$ cat src/rtl/gpio_mux_pkg.sv
// Package: shared offsets and pin-role encoding for the multiplexed pin port.
// Assumes byte offsets fit in the bus address width used by the top.
package gpio_mux_pkg;

    localparam int unsigned OFF_ASSIGN = 32'h0;
    localparam int unsigned OFF_DIR    = 32'h4;
    localparam int unsigned OFF_ODRAIN = 32'h8;
    localparam int unsigned OFF_DATA   = 32'hC;

    // Role of a pin, encoded as {assignment bit, direction bit}.
    typedef enum logic [1:0] {
        ROLE_SW_IN   = 2'b00,
        ROLE_SW_OUT  = 2'b01,
        ROLE_PER_IN  = 2'b10,
        ROLE_PER_OUT = 2'b11
    } pin_role_e;

endpackage

$ cat src/rtl/gpio_sync2.sv
// Module: two-stage synchronizer for a vector of asynchronous pad levels.
// Assumes each bit is independent; no multi-bit coherence is promised.
module gpio_sync2 #(
    parameter int unsigned WIDTH = 16
) (
    input  logic             clk,
    input  logic             rst_n,
    input  logic [WIDTH-1:0] async_d,
    output logic [WIDTH-1:0] sync_q
);

    logic [WIDTH-1:0] stage1;
    logic [WIDTH-1:0] stage2;

    // Shift pad levels through two flops; clear both on reset.
    always_ff @(posedge clk) begin
        if (!rst_n) begin
            stage1 <= '0;
            stage2 <= '0;
        end else begin
            stage1 <= async_d;
            stage2 <= stage1;
        end
    end

    assign sync_q = stage2;

endmodule

$ cat src/rtl/gpio_regfile.sv
// Module: configuration and data registers behind a simple write-strobe bus.
// Assumes full-address decode; unmapped offsets drop writes and read zero.
// The data offset reads back the synchronized pad level, not the latch.
module gpio_regfile
    import gpio_mux_pkg::*;
#(
    parameter int unsigned PINS   = 16,
    parameter int unsigned ADDR_W = 4
) (
    input  logic              clk,
    input  logic              rst_n,
    input  logic              bus_we,
    input  logic [ADDR_W-1:0] bus_addr,
    input  logic [PINS-1:0]   bus_wdata,
    input  logic [PINS-1:0]   pad_sync,
    output logic [PINS-1:0]   bus_rdata,
    output logic [PINS-1:0]   assign_q,
    output logic [PINS-1:0]   dir_q,
    output logic [PINS-1:0]   odrain_q,
    output logic [PINS-1:0]   latch_q
);

    localparam logic [ADDR_W-1:0] A_ASSIGN = ADDR_W'(OFF_ASSIGN);
    localparam logic [ADDR_W-1:0] A_DIR    = ADDR_W'(OFF_DIR);
    localparam logic [ADDR_W-1:0] A_ODRAIN = ADDR_W'(OFF_ODRAIN);
    localparam logic [ADDR_W-1:0] A_DATA   = ADDR_W'(OFF_DATA);

    // Update the addressed register on a write strobe; clear all on reset.
    always_ff @(posedge clk) begin
        if (!rst_n) begin
            assign_q <= '0;
            dir_q    <= '0;
            odrain_q <= '0;
            latch_q  <= '0;
        end else if (bus_we) begin
            case (bus_addr)
                A_ASSIGN: assign_q <= bus_wdata;
                A_DIR:    dir_q    <= bus_wdata;
                A_ODRAIN: odrain_q <= bus_wdata;
                A_DATA:   latch_q  <= bus_wdata;
                default:  ;
            endcase
        end
    end

    // Select read data by offset; the data offset shows pad levels.
    always_comb begin
        case (bus_addr)
            A_ASSIGN: bus_rdata = assign_q;
            A_DIR:    bus_rdata = dir_q;
            A_ODRAIN: bus_rdata = odrain_q;
            A_DATA:   bus_rdata = pad_sync;
            default:  bus_rdata = '0;
        endcase
    end

endmodule

$ cat src/rtl/gpio_pin_cell.sv
// Module: drive logic for one pin; picks the source from the pin role and
// applies open-drain emulation. Assumes pad_out is a don't-care when
// pad_oe is low, and forces it to 0 there for a clean pad interface.
module gpio_pin_cell
    import gpio_mux_pkg::*;
(
    input  logic assign_b,
    input  logic dir_b,
    input  logic odrain_b,
    input  logic latch_b,
    input  logic per_out_b,
    input  logic per_oe_b,
    output logic pad_oe_b,
    output logic pad_out_b
);

    pin_role_e role;
    logic      want_oe;
    logic      want_val;

    assign role = pin_role_e'({assign_b, dir_b});

    // Choose the drive request and value from the pin role.
    always_comb begin
        case (role)
            ROLE_SW_OUT: begin
                want_oe  = 1'b1;
                want_val = latch_b;
            end
            ROLE_PER_OUT: begin
                want_oe  = per_oe_b;
                want_val = per_out_b;
            end
            default: begin
                want_oe  = 1'b0;
                want_val = 1'b0;
            end
        endcase
    end

    // Apply open-drain: drive only a low, release the pad for a high.
    always_comb begin
        if (odrain_b) begin
            pad_oe_b  = want_oe & ~want_val;
            pad_out_b = 1'b0;
        end else begin
            pad_oe_b  = want_oe;
            pad_out_b = want_oe & want_val;
        end
    end

endmodule

$ cat src/rtl/gpio_pad_mux.sv
// Module: one drive cell per pin, replicated across the port.
// Assumes all vectors share the PINS width.
module gpio_pad_mux #(
    parameter int unsigned PINS = 16
) (
    input  logic [PINS-1:0] assign_q,
    input  logic [PINS-1:0] dir_q,
    input  logic [PINS-1:0] odrain_q,
    input  logic [PINS-1:0] latch_q,
    input  logic [PINS-1:0] per_out,
    input  logic [PINS-1:0] per_oe,
    output logic [PINS-1:0] pad_oe,
    output logic [PINS-1:0] pad_out
);

    for (genvar p = 0; p < PINS; p++) begin : g_pin
        gpio_pin_cell u_cell (
            .assign_b  (assign_q[p]),
            .dir_b     (dir_q[p]),
            .odrain_b  (odrain_q[p]),
            .latch_b   (latch_q[p]),
            .per_out_b (per_out[p]),
            .per_oe_b  (per_oe[p]),
            .pad_oe_b  (pad_oe[p]),
            .pad_out_b (pad_out[p])
        );
    end

endmodule

$ cat src/rtl/gpio_mux_port.sv
// Module: top of the multiplexed pin port. It joins the register file, the
// pad synchronizer and the per-pin drive mux. Assumes a single clock
// domain for the bus and the peripheral; pad_in is asynchronous.
module gpio_mux_port #(
    parameter int unsigned PINS   = 16,
    parameter int unsigned ADDR_W = 4
) (
    input  logic              clk,
    input  logic              rst_n,
    input  logic              bus_we,
    input  logic [ADDR_W-1:0] bus_addr,
    input  logic [PINS-1:0]   bus_wdata,
    output logic [PINS-1:0]   bus_rdata,
    input  logic [PINS-1:0]   pad_in,
    output logic [PINS-1:0]   pad_oe,
    output logic [PINS-1:0]   pad_out,
    input  logic [PINS-1:0]   per_out,
    input  logic [PINS-1:0]   per_oe,
    output logic [PINS-1:0]   per_in
);

    logic [PINS-1:0] pad_sync;
    logic [PINS-1:0] assign_q;
    logic [PINS-1:0] dir_q;
    logic [PINS-1:0] odrain_q;
    logic [PINS-1:0] latch_q;

    gpio_sync2 #(.WIDTH(PINS)) u_sync (
        .clk     (clk),
        .rst_n   (rst_n),
        .async_d (pad_in),
        .sync_q  (pad_sync)
    );

    gpio_regfile #(.PINS(PINS), .ADDR_W(ADDR_W)) u_regs (
        .clk       (clk),
        .rst_n     (rst_n),
        .bus_we    (bus_we),
        .bus_addr  (bus_addr),
        .bus_wdata (bus_wdata),
        .pad_sync  (pad_sync),
        .bus_rdata (bus_rdata),
        .assign_q  (assign_q),
        .dir_q     (dir_q),
        .odrain_q  (odrain_q),
        .latch_q   (latch_q)
    );

    gpio_pad_mux #(.PINS(PINS)) u_mux (
        .assign_q (assign_q),
        .dir_q    (dir_q),
        .odrain_q (odrain_q),
        .latch_q  (latch_q),
        .per_out  (per_out),
        .per_oe   (per_oe),
        .pad_oe   (pad_oe),
        .pad_out  (pad_out)
    );

    assign per_in = pad_sync;

endmodule

$ cat config.mk
export PLATFORM = sky130hd
export DESIGN_NAME = gpio_mux_port
export DESIGN_NICKNAME = d
export VERILOG_FILES = /design/src/rtl/gpio_mux_pkg.sv /design/src/rtl/gpio_sync2.sv /design/src/rtl/gpio_regfile.sv /design/src/rtl/gpio_pin_cell.sv /design/src/rtl/gpio_pad_mux.sv /design/src/rtl/gpio_mux_port.sv
export SDC_FILE = /design/constraint.sdc
export NUM_CORES = 1
export LEC_CHECK = 0
export BUFFER_PORTS_ARGS = -buffer_cell sky130_fd_sc_hd__buf_4
export CAP_MARGIN = 20
export CORE_MARGIN = 2
export CORE_UTILIZATION = 50
export DETAILED_ROUTE_END_ITERATION = 10
export GPL_ROUTABILITY_DRIVEN = 0
export GPL_TIMING_DRIVEN = 0
export PLACE_DENSITY = 0.78
export RECOVER_POWER = 50
export SLEW_MARGIN = 40
export SYNTH_ARGS = -nofsm -noshare
export SYNTH_HDL_FRONTEND = slang
export SYNTH_SLANG_ARGS = --single-unit
$ cat constraint.sdc
create_clock -name clk -period 2.1 [get_ports clk]
set_input_delay 0.105 -clock clk [delete_from_list [all_inputs] [get_ports clk]]
set_output_delay 0.105 -clock clk [all_outputs]
set_load 0.01 [all_outputs]
# Word level (Yosys, flattened, before mapping)
# Index checks and enable logic that the tools add are counted.
classes:
  reduce_logical: 5
  n_eq_ne: 35
  n_mux: 65
  n_bitwise: 48
op_table:
  columns: ["operator", "n"]
  rows:
  - ["1-bit case mux with 2 select lines", 32]
  - ["16-bit case mux with 4 select lines", 1]
  - ["1-bit bitwise AND", 32]
  - ["2-bit by 1-bit equality test with 1-bit output (second input constant)", 16]
  - ["2-bit equality test (second input constant)", 16]
  - ["1-bit two-way mux", 32]
  - ["1-bit NOT", 16]
  - ["4-bit equality test (second input constant)", 2]
  - ["2-bit AND reduction", 4]
  - ["4-bit by 3-bit equality test with 1-bit output (second input constant)", 1]
  - ["4-bit logical NOT", 1]
word_totals:
  ff_bits: 96
  in_bits: 71

# Logic depth before layout (Yosys ltp)
logic_depth:
  ltp_word: 5
  mapped_depth: 5

# By module
# A second synthesis with hierarchy kept.
unflattened:
  hier_cells: 465
  hier_area_um2: 4515.6
by_module_without_submodules:
  columns: ["module", "area_per_inst_um2", "seq_area_each_um2", "instances", "cells_per_inst"]
  rows:
  - ["gpio_regfile", 2879.0, 1281.2, 1, 286]
  - ["gpio_sync2", 895.9, 640.6, 1, 67]
  - ["gpio_pin_cell", 46.3, 0.0, 16, 7]

# Worst setup path after synthesis
# No wires, ideal clock.
synth_path:
  path_type: "input to output"
  start: "input bus_addr[3]"
  end: "output bus_rdata[10]"
  arrival_ns: 0.946
  path_buffers: 2
  path_slack_ns: 1.049
  required_ns: 1.995
  cell_stages: 4
  path_cell_list: "or3_1 -> clkbuf_2 -> buf_6 -> o22ai_1"
synth_via:
  elab_chain_cells: 2
  word_cells_on_any_way: 5
  cone_classes: "3 x eq/ne; 1 x mux; 1 x reduce/logical"
synth_lines:
  columns: ["item", "line", "source"]
  rows:
  - ["start: declaration", "gpio_mux_port.sv:11", "input logic [ADDR_W-1:0] bus_addr,"]
  - ["4-bit equality test, or another cell as far along", "gpio_regfile.sv:48", "case (bus_addr)"]
  - ["16-bit case mux with 4 select lines (*)", "gpio_regfile.sv:48", null]
  - ["end: declaration", "gpio_mux_port.sv:13", "output logic [PINS-1:0] bus_rdata,"]
# Mark *: on every way between the ends. The rest lies on a longest branch, timed or not.

# Worst setup path in the final report
layout_path:
  start: "register u_regs.assign_q[10]"
  end: "output pad_out[10]"
layout_via:
  elab_chain_cells: 4
  word_cells_on_any_way: 6
  cone_classes: "2 x eq/ne; 3 x mux; 1 x bitwise"
layout_lines:
  columns: ["item", "line", "source"]
  rows:
  - ["start: declaration", "gpio_regfile.sv:17", "output logic [PINS-1:0] assign_q,"]
  - ["start signal: assignment", "gpio_regfile.sv:37", "A_ASSIGN: assign_q <= bus_wdata;"]
  - ["2-bit equality test / 2-bit by 1-bit equality test with 1-bit output (equally long branches)", "gpio_pin_cell.sv:25", "case (role)"]
  - ["1-bit case mux with 2 select lines", "gpio_pin_cell.sv:25", null]
  - ["1-bit bitwise AND (*)", "gpio_pin_cell.sv:48", "pad_out_b = want_oe & want_val;"]
  - ["1-bit two-way mux (*)", "gpio_pin_cell.sv:43", "if (odrain_b) begin"]
  - ["end: declaration", "gpio_mux_port.sv:16", "output logic [PINS-1:0] pad_out,"]
# Marked as above.

==> out/qor.yml <==
run_status:
  outcome: "finished clean"
min_path:
  worst_hold_startpoint: "bus_wdata[8]"
  whs_endpoint: "u_regs.latch_q[8]$_SDFFE_PN0P_"
  hold_class: "input pin to flip-flop"
  timing.hold.worst_path_depth: 3
finish:
  utilization: 0.666
  antenna_cells: 0
  fillCellCount: 749
  post_route_cells_drive_above_1_share: 0.288
  final_net_count: 729
  most-common-layout-cells: "buf_4 (163), mux2i_1 (96), dfxtp_1 (96)"
  area_growth_pct: 31.7
  final_common_cell: "buf_4"
route:
  route.detailed.vias_per_inst: 5.27
  drt_first_pass_iters: 5
  vias: 4079
  routed_wl_um: 12200
  detail_routed_net_length_per_standard_cell_um: 15.8
  route.detailed.drc: 0
  ant_nets: 0
  drtIter0Drc: 221
critical_path:
  cp_cell_sequence: "nor2b_1 -> a31oi_1 -> nor3b_1 -> buf_4 -> buf_4"
  slowest_delay_ps: 370
  cp-end-kind: "output port"
  wp_data_arrival_ps: 1500
  startpoint_type: "flip-flop"
  critical-path-top-cell-by-count: "buf_4"
  ff2ff_path_depth: 2
  reg_to_reg_endpoint: "u_regs.assign_q[11]$_SDFFE_PN0P_"
  cp_slowest_cell: "dfxtp_1"
  required_ps: 2000
  worstSetupPathType: "flip-flop to output port"
  reg2reg_from: "u_regs.assign_q[11]$_SDFFE_PN0P_"
  peak_fanout_along_the_critical_path: 6
  timing.reg2reg.setup_slack_ps: 1350
cts:
  cts.path.max_buffers: 2
  tritoncts_num_sinks: 96
  post-cts-setup-buffer-count: 0
  tritoncts: "done"
  clk_transition_reported_paths_ps: 100
  holdBufCountCts: 16
  cts_inserted_buffers: 9
  worst_skew_pair.late_latency_ps: 360
  cts_resized: 0
  htreeDepth: 3
  clock_root_buffer: "clkbuf_8"
power_and_ir_drop:
  power.leakage_uw: 0.00287
  ir_worst_vdd_uv: 354
  cellPowerDensity_nw_per_um2: 571
sta:
  slew_headroom: 0.387
  rsz_0062_raised_after_global_routing: "false"
  post-route-min-period_ps: 1600
  finalHoldViolCount: 0
  slew_violations: 0
  worstMarginPinSlew_ps: 920
  layout_worst_path_cycle_share: 0.764
  timing.clock.skew_ps: 7.53
  finalSetupViolCount: 0
  setup-tns-final_ps: 0
  clock.fmax_mhz: 623
yosys:
  post_synth.cell_area_avg_um2: 9.23
  synthCells: 499
  post_synth_and_or_nand_nor_area_fraction: 0.176
  post_synth_xor_area_fraction: 0
  ys_types: 26
  main_combinational_cell_family_by_area_after_synthesis: "multiplexers"
  synth.ff_latch_count: 96
  number_of_warning_messages_in_the_yosys_log: 0
  synth_async_sr_flop_share: 0
  yosysSeqAreaShare: 0.417
  synth_nets: 570
  synth_compound_gate_area_share: 0.0969
  yosys.area_share.adder: 0
  synth_enable_flop_cells: 0
  synth_mux_area_frac: 0.209
  dominantRegCellSynth: "dfxtp_1"
  mappedNetlistArea_um2: 4610
die:
  rows: 35
  core_area_um2: 9110
  starting_density_of_the_core: 0.506
  fp.dieArea_um2: 10000
  die_height_um: 100
  floorplan.die.width_um: 100
  floorplan.io_pins: 135
global_route:
  grt_first_pass_wirelength_um: 19100
  global_route.usage.total: 0.244
  globalRouteOverflowTotal: 0
  grt_start_max_net_pins: 16
  number_of_antenna_violations_at_the_first_check_in_global_routing: 0
  via_count_of_the_first_global_routing_pass: 3941
placement:
  placement.io_buffers: 132
  hpwl_um: 8920
job:
  cap_viol_max_count: 0
## power breakdown
| part | internal (µW) | switching (µW) |
|---|---|---|
| Clock | 586 | 607 |
| Combinational | 202 | 179 |
| Sequential | 1860 | 30.1 |
| Total | 2650 | 816 |
## kinds of logic (layout without fill, tap and decap cells)
family | count (synthesis) | count (layout)
DFF | 96 | 96
buffers and inverters | 73 | 237
AOI/OAI and AO/OA | 73 | 73
muxes | 96 | 96
and+or+nand+nor | 161 | 161
## layout make-up
| type | instances | area (µm²) | area share |
|---|---|---|---|
| Clock inverter | 4 | 53.8 | 0.00886 |
| Tap cell | 111 | 139 | 0.0229 |
| Sequential cell | 96 | 1920 | 0.317 |
| Buffer | 58 | 389 | 0.0641 |
| Timing Repair Buffer | 148 | 1150 | 0.190 |
| Clock buffer | 12 | 145 | 0.0239 |
| Multi-Input combinational cell | 330 | 2210 | 0.365 |
| Inverter | 15 | 56.3 | 0.00928 |
## worst max-delay path: cells and delay by family (launching register included)
family | cells | cell delay (ps)
AO/OA/AOI/OAI | 1 | 60
AND/OR/NAND/NOR | 2 | 450
flip-flops | 1 | 370
buffers and inverters | 2 | 250
## sequential cells by signal, summed over array words and instances, names as in the netlist
register,flops
u_regs.assign_q,16
u_regs.dir_q,16
u_regs.latch_q,16
u_regs.odrain_q,16
u_sync.stage1,16
u_sync.sync_q,16
## worst max path at each step
stage                                                start                         endpoint  slack (ps)  cells past startpoint
final                     u_regs.assign_q[10]$_SDFFE_PN0P_                      pad_out[10]         500                      5
after detailed placement                       bus_addr[3]                     bus_rdata[3]         680                      6
after CTS                 u_regs.assign_q[13]$_SDFFE_PN0P_                       pad_oe[13]         540                      5
after global routing                           bus_addr[1]  u_regs.latch_q[14]$_SDFFE_PN0P_         370                      6
after global placement                         bus_addr[3]                     bus_rdata[3]         660                      6
after floorplan                                bus_addr[3]                    bus_rdata[10]        1050                      4
## synthesized netlist by cell type (8+ instances only)
master | count | area [µm²]
o21ai_0 | 13 | 65.1
nand2_1 | 90 | 338
buf_6 | 8 | 90.1
nor2b_1 | 16 | 100
o22ai_1 | 16 | 100
nor3b_1 | 13 | 97.6
a21oi_1 | 13 | 65.1
mux2i_1 | 96 | 961
dfxtp_1 | 96 | 1920
buf_4 | 32 | 240
a31oi_1 | 16 | 100
and2_1 | 32 | 200
buf_2 | 8 | 40.0
a21o_1 | 12 | 90.1
inv_1 | 15 | 56.3
clkbuf_1 | 9 | 33.8
## routing by layer
| layer | global-route usage | share of wire |
|---|---|---|
| met1 | 0.314 | 0.44 |
| met2 | 0.423 | 0.49 |
| met4 | 0.0875 | 0.012 |
| met3 | 0.0306 | 0.062 |
| met5 | 0 | 0 |
## through the flow
step	area [µm²]	power, µW	setup slack (ps)	hold slack (ps)	cells
floorplan	4610	2100	1050	232	499
global placement	5740	2290	662	315	742
detailed placement	5740	2300	681	315	742
CTS	6100	3490	544	63.2	774
global route	6070	3590	365	83.6	774
finish	6070	3470	495	69.2	774
No activity file was read; power rests on OpenSTA's default activity.
